File: config.mk
export PLATFORM = sky130hd
export DESIGN_NAME = tagchk_classify
export DESIGN_NICKNAME = d
export VERILOG_FILES = /design/src/rtl/tagchk_pkg.sv /design/src/rtl/tagchk_classify.sv
export SDC_FILE = /design/constraint.sdc
export NUM_CORES = 1
export LEC_CHECK = 0
export CAP_MARGIN = 20
export CELL_PAD_IN_SITES_DETAIL_PLACEMENT = 0
export CELL_PAD_IN_SITES_GLOBAL_PLACEMENT = 1
export CORE_MARGIN = 1.5
export CORE_UTILIZATION = 10
export DETAILED_ROUTE_END_ITERATION = 10
export MAX_ROUTING_LAYER = met4
export PLACE_DENSITY = 0.95
export SLEW_MARGIN = 25
export SYNTH_ARGS = -nofsm -noshare
export SYNTH_HDL_FRONTEND = slang
export SYNTH_SLANG_ARGS = --single-unit
File: constraint.sdc
create_clock -name vclk -period 2.7
set_input_delay 0.54 -clock vclk [all_inputs]
set_output_delay 0.54 -clock vclk [all_outputs]
set_load 0.02 [all_outputs]
File: src/rtl/tagchk_pkg.sv
// Shared encodings for the memory version tag checker.
package tagchk_pkg;
    localparam int TAG_W = 4;

    typedef enum logic [2:0] {
        ACC_LOAD    = 3'd0,
        ACC_NFLOAD  = 3'd1,
        ACC_STORE   = 3'd2,
        ACC_TAGSET  = 3'd3,
        ACC_BLKINIT = 3'd4
    } acc_kind_e;

    typedef enum logic [1:0] {
        FLT_NONE    = 2'b00,
        FLT_PRECISE = 2'b01,
        FLT_TAGOFF  = 2'b10,
        FLT_DEFER   = 2'b11
    } fault_e;
endpackage

File: src/rtl/tagchk_classify.sv
// Combinational decision for one access: compares the pointer tag with the
// stored line tag under the enables and yields grant, fault code, reported
// address, tag write and deferred-error set. No state.
module tagchk_classify
    import tagchk_pkg::*;
#(
    parameter int VA_W = 64,
    parameter int PC_W = 64
) (
    input  logic [2:0]       kind,
    input  logic [VA_W-1:0]  va,
    input  logic [TAG_W-1:0] stored_tag,
    input  logic [TAG_W-1:0] new_tag,
    input  logic             page_chk_en,
    input  logic             page_writable,
    input  logic             task_tag_en,
    input  logic             task_precise,
    input  logic [PC_W-1:0]  rec_pc,
    output logic             grant,
    output fault_e           fault,
    output logic [VA_W-1:0]  addr,
    output logic             tag_wr,
    output logic [TAG_W-1:0] tag_val,
    output logic             defer_set
);
    localparam logic [TAG_W-1:0] WILD_LO = '0;
    localparam logic [TAG_W-1:0] WILD_HI = '1;

    logic [TAG_W-1:0] ptr_tag;
    logic             mismatch;

    // Pointer tag and whether a checked compare fails.
    always_comb begin
        ptr_tag  = va[VA_W-1 -: TAG_W];
        mismatch = task_tag_en && page_chk_en
                   && (ptr_tag != WILD_LO) && (ptr_tag != WILD_HI)
                   && (ptr_tag != stored_tag);
    end

    // Per-kind outcome.
    always_comb begin
        grant     = 1'b1;
        fault     = FLT_NONE;
        addr      = '0;
        tag_wr    = 1'b0;
        tag_val   = '0;
        defer_set = 1'b0;
        case (acc_kind_e'(kind))
            ACC_LOAD: begin
                if (mismatch) begin
                    grant = 1'b0;
                    fault = FLT_PRECISE;
                    addr  = va;
                end
            end
            ACC_STORE: begin
                if (mismatch && task_precise) begin
                    grant = 1'b0;
                    fault = FLT_PRECISE;
                    addr  = va;
                end else if (mismatch) begin
                    fault     = FLT_DEFER;
                    addr      = VA_W'(rec_pc);
                    defer_set = 1'b1;
                end
            end
            ACC_TAGSET: begin
                if (!task_tag_en) begin
                    grant = 1'b0;
                    fault = FLT_TAGOFF;
                    addr  = va;
                end else if (!page_writable) begin
                    grant = 1'b0;
                end else begin
                    tag_wr  = 1'b1;
                    tag_val = new_tag;
                end
            end
            ACC_BLKINIT: begin
                tag_wr  = 1'b1;
                tag_val = '0;
            end
            default: ;
        endcase
    end
endmodule

* Yosys cells after proc, flatten, opt, wreduce, memory -nomap -nowiden
Index checks and enable logic that the tools add are counted. Widths: inputs -> output; s select.
Storage, ports and cells: flip-flop bits (word level) 0, bits in latches 0, RAM bits 0, memory bits (read-only) 0, bits of input ports 143, memories 0
Operators by class: add/sub/neg operators 0, multiply operators 0, div/mod/pow operators 0, $lt $le $gt $ge 0, equality and inequality tests 5, shift operators 0, mux-type cells 22, bitwise gates (word level) 0, reductions and logical operators 7
Operators by type and width (number):
- $mux 64 | 4
- $pmux 64 s3 | 1
- $mux 4 | 3
- $mux 1 | 8
- $eq 3x2->1 const B | 2
- $mux 2 | 3
- $pmux 2 s3 | 1
- $logic_and 1x1->1 | 5
- $ne 4x4->1 | 1
- $ne 4x4->1 const B | 1
- $reduce_bool 4->1 | 1
- $eq 3x3->1 const B | 1
- $logic_not 3->1 | 1
- $pmux 1 s3 | 1
- $pmux 1 s2 | 1

* Longest topological paths before layout
Gate-level depths: netlist of the first run.
word-level depth 7, gate-level depth with buffers 8, gate-level depth less buffers 5

* Least setup slack after synthesis of the first run
Ideal clock, no wire load.
kind input port to output port, from input stored_tag[1], to output addr[2], data arrival time 2.141 ns, data required time 2.160 ns, slack 0.019 ns, cell stages on the path 7, path buffers 2, cells stage by stage xor2_1 > nor4_1 > or3_1 > buf_2 > o41ai_4 > buf_6 > a22o_1
Between the ends: longest elaborated chain between the ends 5, elaborated cells on any way between the ends 7, classes of those cells eq/ne: 1; mux: 4; reduce/logical: 2
RTL lines:
- start, declared | RTL line tagchk_classify.sv:12 | input logic [TAG_W-1:0] stored_tag,
- $ne 4x4->1 (*) | RTL line tagchk_classify.sv:37 | && (ptr_tag != stored_tag);
- $logic_and 1x1->1 (*) | RTL line tagchk_classify.sv:37
- $mux 64 / $logic_and 1x1->1 (equally long branches) | RTL line tagchk_classify.sv:61, tagchk_classify.sv:57
- $mux 64 | RTL line tagchk_classify.sv:57 | if (mismatch && task_precise) begin
- $pmux 64 s3 (*) | RTL line tagchk_classify.sv:48 | case (acc_kind_e'(kind))
- end, declared | RTL line tagchk_classify.sv:21 | output logic [VA_W-1:0] addr,
Every way passes the cells marked *; elsewhere a longest branch is shown, timed or not.

* Worst setup path after layout of the first run
from input stored_tag[3], to output addr[37]
Same word-level chain as after synthesis.

==> results of run 1 <==
==> final timing paths <==
path,start,end,cells past startpoint
setup / recovery,stored_tag[3],addr[37],12
hold / removal,va[61],addr[61],3
==> synth_stat cells <==
library cell / n
a21o_1: 1
a22o_1: 9
a22o_2: 55
and2_1: 4
buf_2: 7
buf_6: 6
clkbuf_1: 3
nand2_1: 3
nand2b_1: 1
nand3_1: 1
nand4_1: 1
nor2_1: 2
nor2b_1: 1
nor3_1: 2
nor4_1: 3
o31ai_1: 1
o41ai_1: 1
o41ai_4: 1
or3_1: 2
xor2_1: 4
==> cell families (layout without fill, tap and decap cells) <==
kind of cell,count (synthesis),in the layout,synth area share [%]
AOI/OAI and AO/OA,68,68,72.5
and+or+nand+nor,20,20,11.6
buffers and inverters,16,265,12.1
xor gates and xnor gates,4,4,3.73
==> metrics by stage <==
step                hold slack, ps  instances  util, %
floorplan                     1250        108        -
global placement              1840        433     35.4
detailed placement            1810        433     35.4
CTS                           1410        462     45.4
global route                  1420        468     48.2
finish                        1410        468     48.2
==> power breakdown <==
group	total, W	internal (W)	switching [W]	leakage, nW
logic	0.000566	0.000373	0.000193	2.02
registers	0	0	0	0
clock network	0	0	0	0
total	0.000566	0.000373	0.000193	2.02
==> layout make-up <==
class | instances | area share (%)
multi-input cells | 92 | 28.4
repair buffers | 265 | 68.4
well taps | 111 | 3.15
==> worst max-delay path, cell delays in order <==
cell and delay [ps]:
buf_6 100, xor2_2 160, nor4_2 270, or3_4 190, o41ai_4 60, buf_6 140, buf_12 120, buf_8 120
buf_12 120, buf_16 130, a22o_4 240, buf_6 130
==> what timing repair did <==
item                                    CTS  global route
pin swaps                                33            17
cloned                                   11             4
resized for setup                       497            44
setup buffers                            18             8
hold buffers                              0             0
endpoints found under the setup margin   73            70
==> routing by layer <==
metal,up-vias,track usage (%)
met4,0,0.325
li1,963,-
met1,965,15.9
met5,-,-
met2,135,30.1
met3,2,1.74
==> layout by cell type, fill, tap and decap left out, drive strengths merged <==
master	netlist	layout
clkdlybuf4s50	0	130
dlymetal6s2s	0	1
nor2	2	2
clkdlybuf4s15	0	1
dlygate4sd2	0	11
nor3	2	2
and2	4	4
a22o	64	64
o31ai	1	1
or3	2	2
nand3	1	1
nand2b	1	1
nand4	1	1
a21o	1	1
nor2b	1	1
nand2	3	3
xor2	4	4
nor4	3	3
o41ai	2	2
clkbuf	3	4
buf	13	118
==> results.json, run 1 <==
{
  "hold_class": "input pin to output port",
  "track_usage_pct": 14.8,
  "worst-path-max-fanout": 5,
  "wl_met2_um": 4720,
  "ir_drop_uv": 77.8,
  "violations": "negative setup slack",
  "drive_gt1_share_pct": 52.4,
  "grt_setup_unrepaired": "true",
  "place.gp.congestion": 0.725,
  "grt_pass1_vias": 2132,
  "design_area_sq_mm": 0.00441,
  "n_clock_buffer": 0,
  "overflow": 0,
  "wl_met3_um": 588,
  "pre_cts_slack_ps": -1070,
  "avgSynthCellArea_sq_um": 8.69,
  "fin_crit_sh_pct": 106,
  "path_class": "input pin to output port",
  "synth_top_cells_by_area": "a22o_2 59%, a22o_1 8.4%, buf_6 7.2%, buf_2 3.7%, xor2_1 3.7%",
  "grt_max_degree": 18,
  "multi_input_area_sq_mm": 0.00125,
  "highest_layer": "met4",
  "first_iter_violations": 33,
  "ff_latch_area_sq_um": 0,
  "setup_tns_ps": -4910,
  "syn_nets": 251,
  "synth_seq_area_share_pct": 0,
  "power_w": 0.000566,
  "design.seq.count": 0,
  "max_cap_viol_count": 0,
  "avgViaCountPerCell": 4.41,
  "status": "complete, but fails checks",
  "hpwl_um": 5180,
  "via_count": 2065,
  "yosysWarnings": 0,
  "firstDrtPassIters": 4,
  "ant_nets": 0,
  "core_area_sq_mm": 0.00915,
  "drv_slew": 0,
  "drc_errors": 0,
  "port_buffers": 216,
  "die-area_sq_mm": 0.00997,
  "rows": 35,
  "wirelength_um": 8550,
  "syn-cell-area_sq_um": 938,
  "worst_pin_slew_ps": 331,
  "met1_length_um": 3230,
  "placed_cell_area_sq_mm": 0.00324,
  "ios": 216,
  "die_y_um": 99.9,
  "cp-start-kind": "input pin",
  "setup_viol": 59,
  "n_fill_cell": 809,
  "synthCells": 108,
  "wire_per_inst_um": 18.3,
  "ys_types": 20,
  "fmax_ghz": 0.350,
  "setup_ws_ps": -161,
  "finalHoldViolCount": 0,
  "start_util_pct": 10.3,
  "p_leak_nw": 2.02,
  "finalNetCount": 502,
  "area_growth_pct": 370,
  "synth_top_area_cell": "a22o_2",
  "worstPathArrival_ps": 2320,
  "n_antenna_cell": 0,
  "crit_required_ps": 2160,
  "yosysTopAreaCellShare_pct": 58.7,
  "grt_pass1_wl_um": 11200,
  "power_density_mw_per_mm2": 128,
  "antenna_found_initial": 0,
  "endpoint_kind": "output port",
  "relSlewSlack_pct": 77.7,
  "fin_crit_ps": 2860,
  "fp.dieW_um": 99.9
}
(Power assumes the default switching activity.)
==> run 2, diff against run 1 <==
--- a/config.mk
+++ b/config.mk
@@ -5,6 +5,7 @@
 export SDC_FILE = /design/constraint.sdc
 export NUM_CORES = 1
 export LEC_CHECK = 0
+export ABC_CLOCK_PERIOD_IN_PS = 2700
 export CAP_MARGIN = 20
 export CELL_PAD_IN_SITES_DETAIL_PLACEMENT = 0
 export CELL_PAD_IN_SITES_GLOBAL_PLACEMENT = 1
@@ -12,7 +13,7 @@
 export CORE_UTILIZATION = 10
 export DETAILED_ROUTE_END_ITERATION = 10
 export MAX_ROUTING_LAYER = met4
-export PLACE_DENSITY = 0.95
+export PLACE_DENSITY_LB_ADDON = 0.1
 export SLEW_MARGIN = 25
 export SYNTH_ARGS = -nofsm -noshare
 export SYNTH_HDL_FRONTEND = slang
==> run 2 against run 1 <==
  * The flow still finishes with violations (negative setup slack)
  * Highest routed layer unchanged
  * Critical path type unchanged
  * Power decreased by 0.34%
  * Critical endpoint is now addr[8]
  * Routed wire length shrank 2.4%
  * Die area is the same
  * Flip-flop and latch count unchanged
  * Cell area is 0.60% lower
==> results.json, run 2 (synthesis results as in run 1) <==
{
  "status": "complete, but fails checks",
  "violations": "negative setup slack",
  "wirelength_um": 8350,
  "hold_class": "input pin to output port",
  "antenna_found_initial": 0,
  "finalNetCount": 515,
  "rows": 35,
  "wire_per_inst_um": 17.4,
  "cp-start-kind": "input pin",
  "fmax_ghz": 0.351,
  "n_antenna_cell": 0,
  "power_density_mw_per_mm2": 129,
  "die-area_sq_mm": 0.00997,
  "final_util_pct": 47.9,
  "firstDrtPassIters": 3,
  "final_cell_mix": "134 x clkdlybuf4s50_1, 98 x buf_6, 46 x a22o_4",
  "grt_max_degree": 17,
  "grt_util_met1_pct": 16.0,
  "avgViaCountPerCell": 4.34,
  "layout_commonest_cell": "clkdlybuf4s50_1",
  "port_buffers": 216,
  "first_iter_violations": 26,
  "crit_required_ps": 2160,
  "fin_crit_sh_pct": 105,
  "fin_crit_ps": 2850,
  "ir_drop_uv": 56.6,
  "crit_chain": "buf_2 > xor2_1 > nor4_1 > or3_4 > o41ai_4 > buf_12 > buf_12 > buf_8 > buf_6 > a22o_4 > buf_6",
  "worst_pin_slew_ps": 329,
  "grt_pass1_vias": 2193,
  "fp.dieW_um": 99.9,
  "endpoint_kind": "output port",
  "drv_slew": 0,
  "grt_setup_unrepaired": "true",
  "drc_errors": 0,
  "setup_tns_ps": -4630,
  "max_stage_delay_ps": 390,
  "grt_util_met3_pct": 2.65,
  "path_class": "input pin to output port",
  "ios": 216,
  "finalHoldWorstSlack_ps": 1400,
  "cp_num_buf_inv": 6,
  "top_usage_layer": "met2",
  "ant_nets": 0,
  "grt_pass1_wl_um": 11600,
  "worst-path-max-fanout": 7,
  "via_count": 2089,
  "drive_gt1_share_pct": 53.0,
  "overflow": 0,
  "hpwl_um": 6150,
  "worstPathArrival_ps": 2310,
  "setup_viol": 53,
  "track_usage_pct": 15.2,
  "n_clock_buffer": 0,
  "relSlewSlack_pct": 78.0,
  "start_util_pct": 10.3,
  "area_growth_pct": 367,
  "met2_usage_pct": 30.2,
  "p_leak_nw": 2.03,
  "finalHoldViolCount": 0,
  "cp_slowest_cell": "or3_4",
  "design.seq.count": 0,
  "core_area_sq_mm": 0.00915,
  "die_y_um": 99.9,
  "setup_ws_ps": -147,
  "max_cap_viol_count": 0,
  "cp_top_family": "buffers and inverters",
  "place.gp.congestion": 0.675,
  "hold_buffers": 0,
  "ff_latch_area_sq_um": 0
}
==> run 2: cell type report <==
| type | instances | area [sq um] |
|---|---|---|
| fill | 873 | 4770 |
| timing repair buffer | 278 | 3040 |
| multi-input combinational | 92 | 1200 |
| tap | 111 | 139 |
==> run 2: final timing paths <==
path	startpoint	endpoint	slack (ps)	cells past startpoint
worst min-delay path	va[62]	addr[62]	1400	3
worst max-delay path	stored_tag[2]	addr[8]	-150	11
==> run 2: stage by stage <==
step	setup slack [ps]	std cells	cell area (sq um)	power (W)
floorplan	18.9	108	938	0.000127
global placement	-997	441	3380	0.000440
detailed placement	-981	441	3380	0.000440
CTS	-186	477	4290	0.000565
global route	-246	481	4390	0.000593
finish	-147	481	4390	0.000564
==> run 2: timing repair <==
item                                    CTS  global route
endpoints found under the setup margin   73            66
pin swaps                                23            23
gates resized for setup                 511            27
setup buffers                            32            10
gates cloned                              5             2
==> run 2: tightest hold or removal path, delay by kind of cell <==
| kind | cells | cell delay [ps] |
|---|---|---|
| AO/OA/AOI/OAI | 1 | 120 |
| buffers and inverters | 2 | 190 |
==> run 2: power breakdown <==
part,switching [W],internal (W)
clock,0,0
combinational,0.000186,0.000377
sequential,0,0
==> run 2: layer usage <==
layer | vias up | routed length (um) | share of wire (%)
met1 | 971 | 3040 | 36
li1 | 985 | - | -
met2 | 127 | 4520 | 54
met3 | 6 | 684 | 8.2
met4 | 0 | 102 | 1.2
met5 | - | 0 | 0
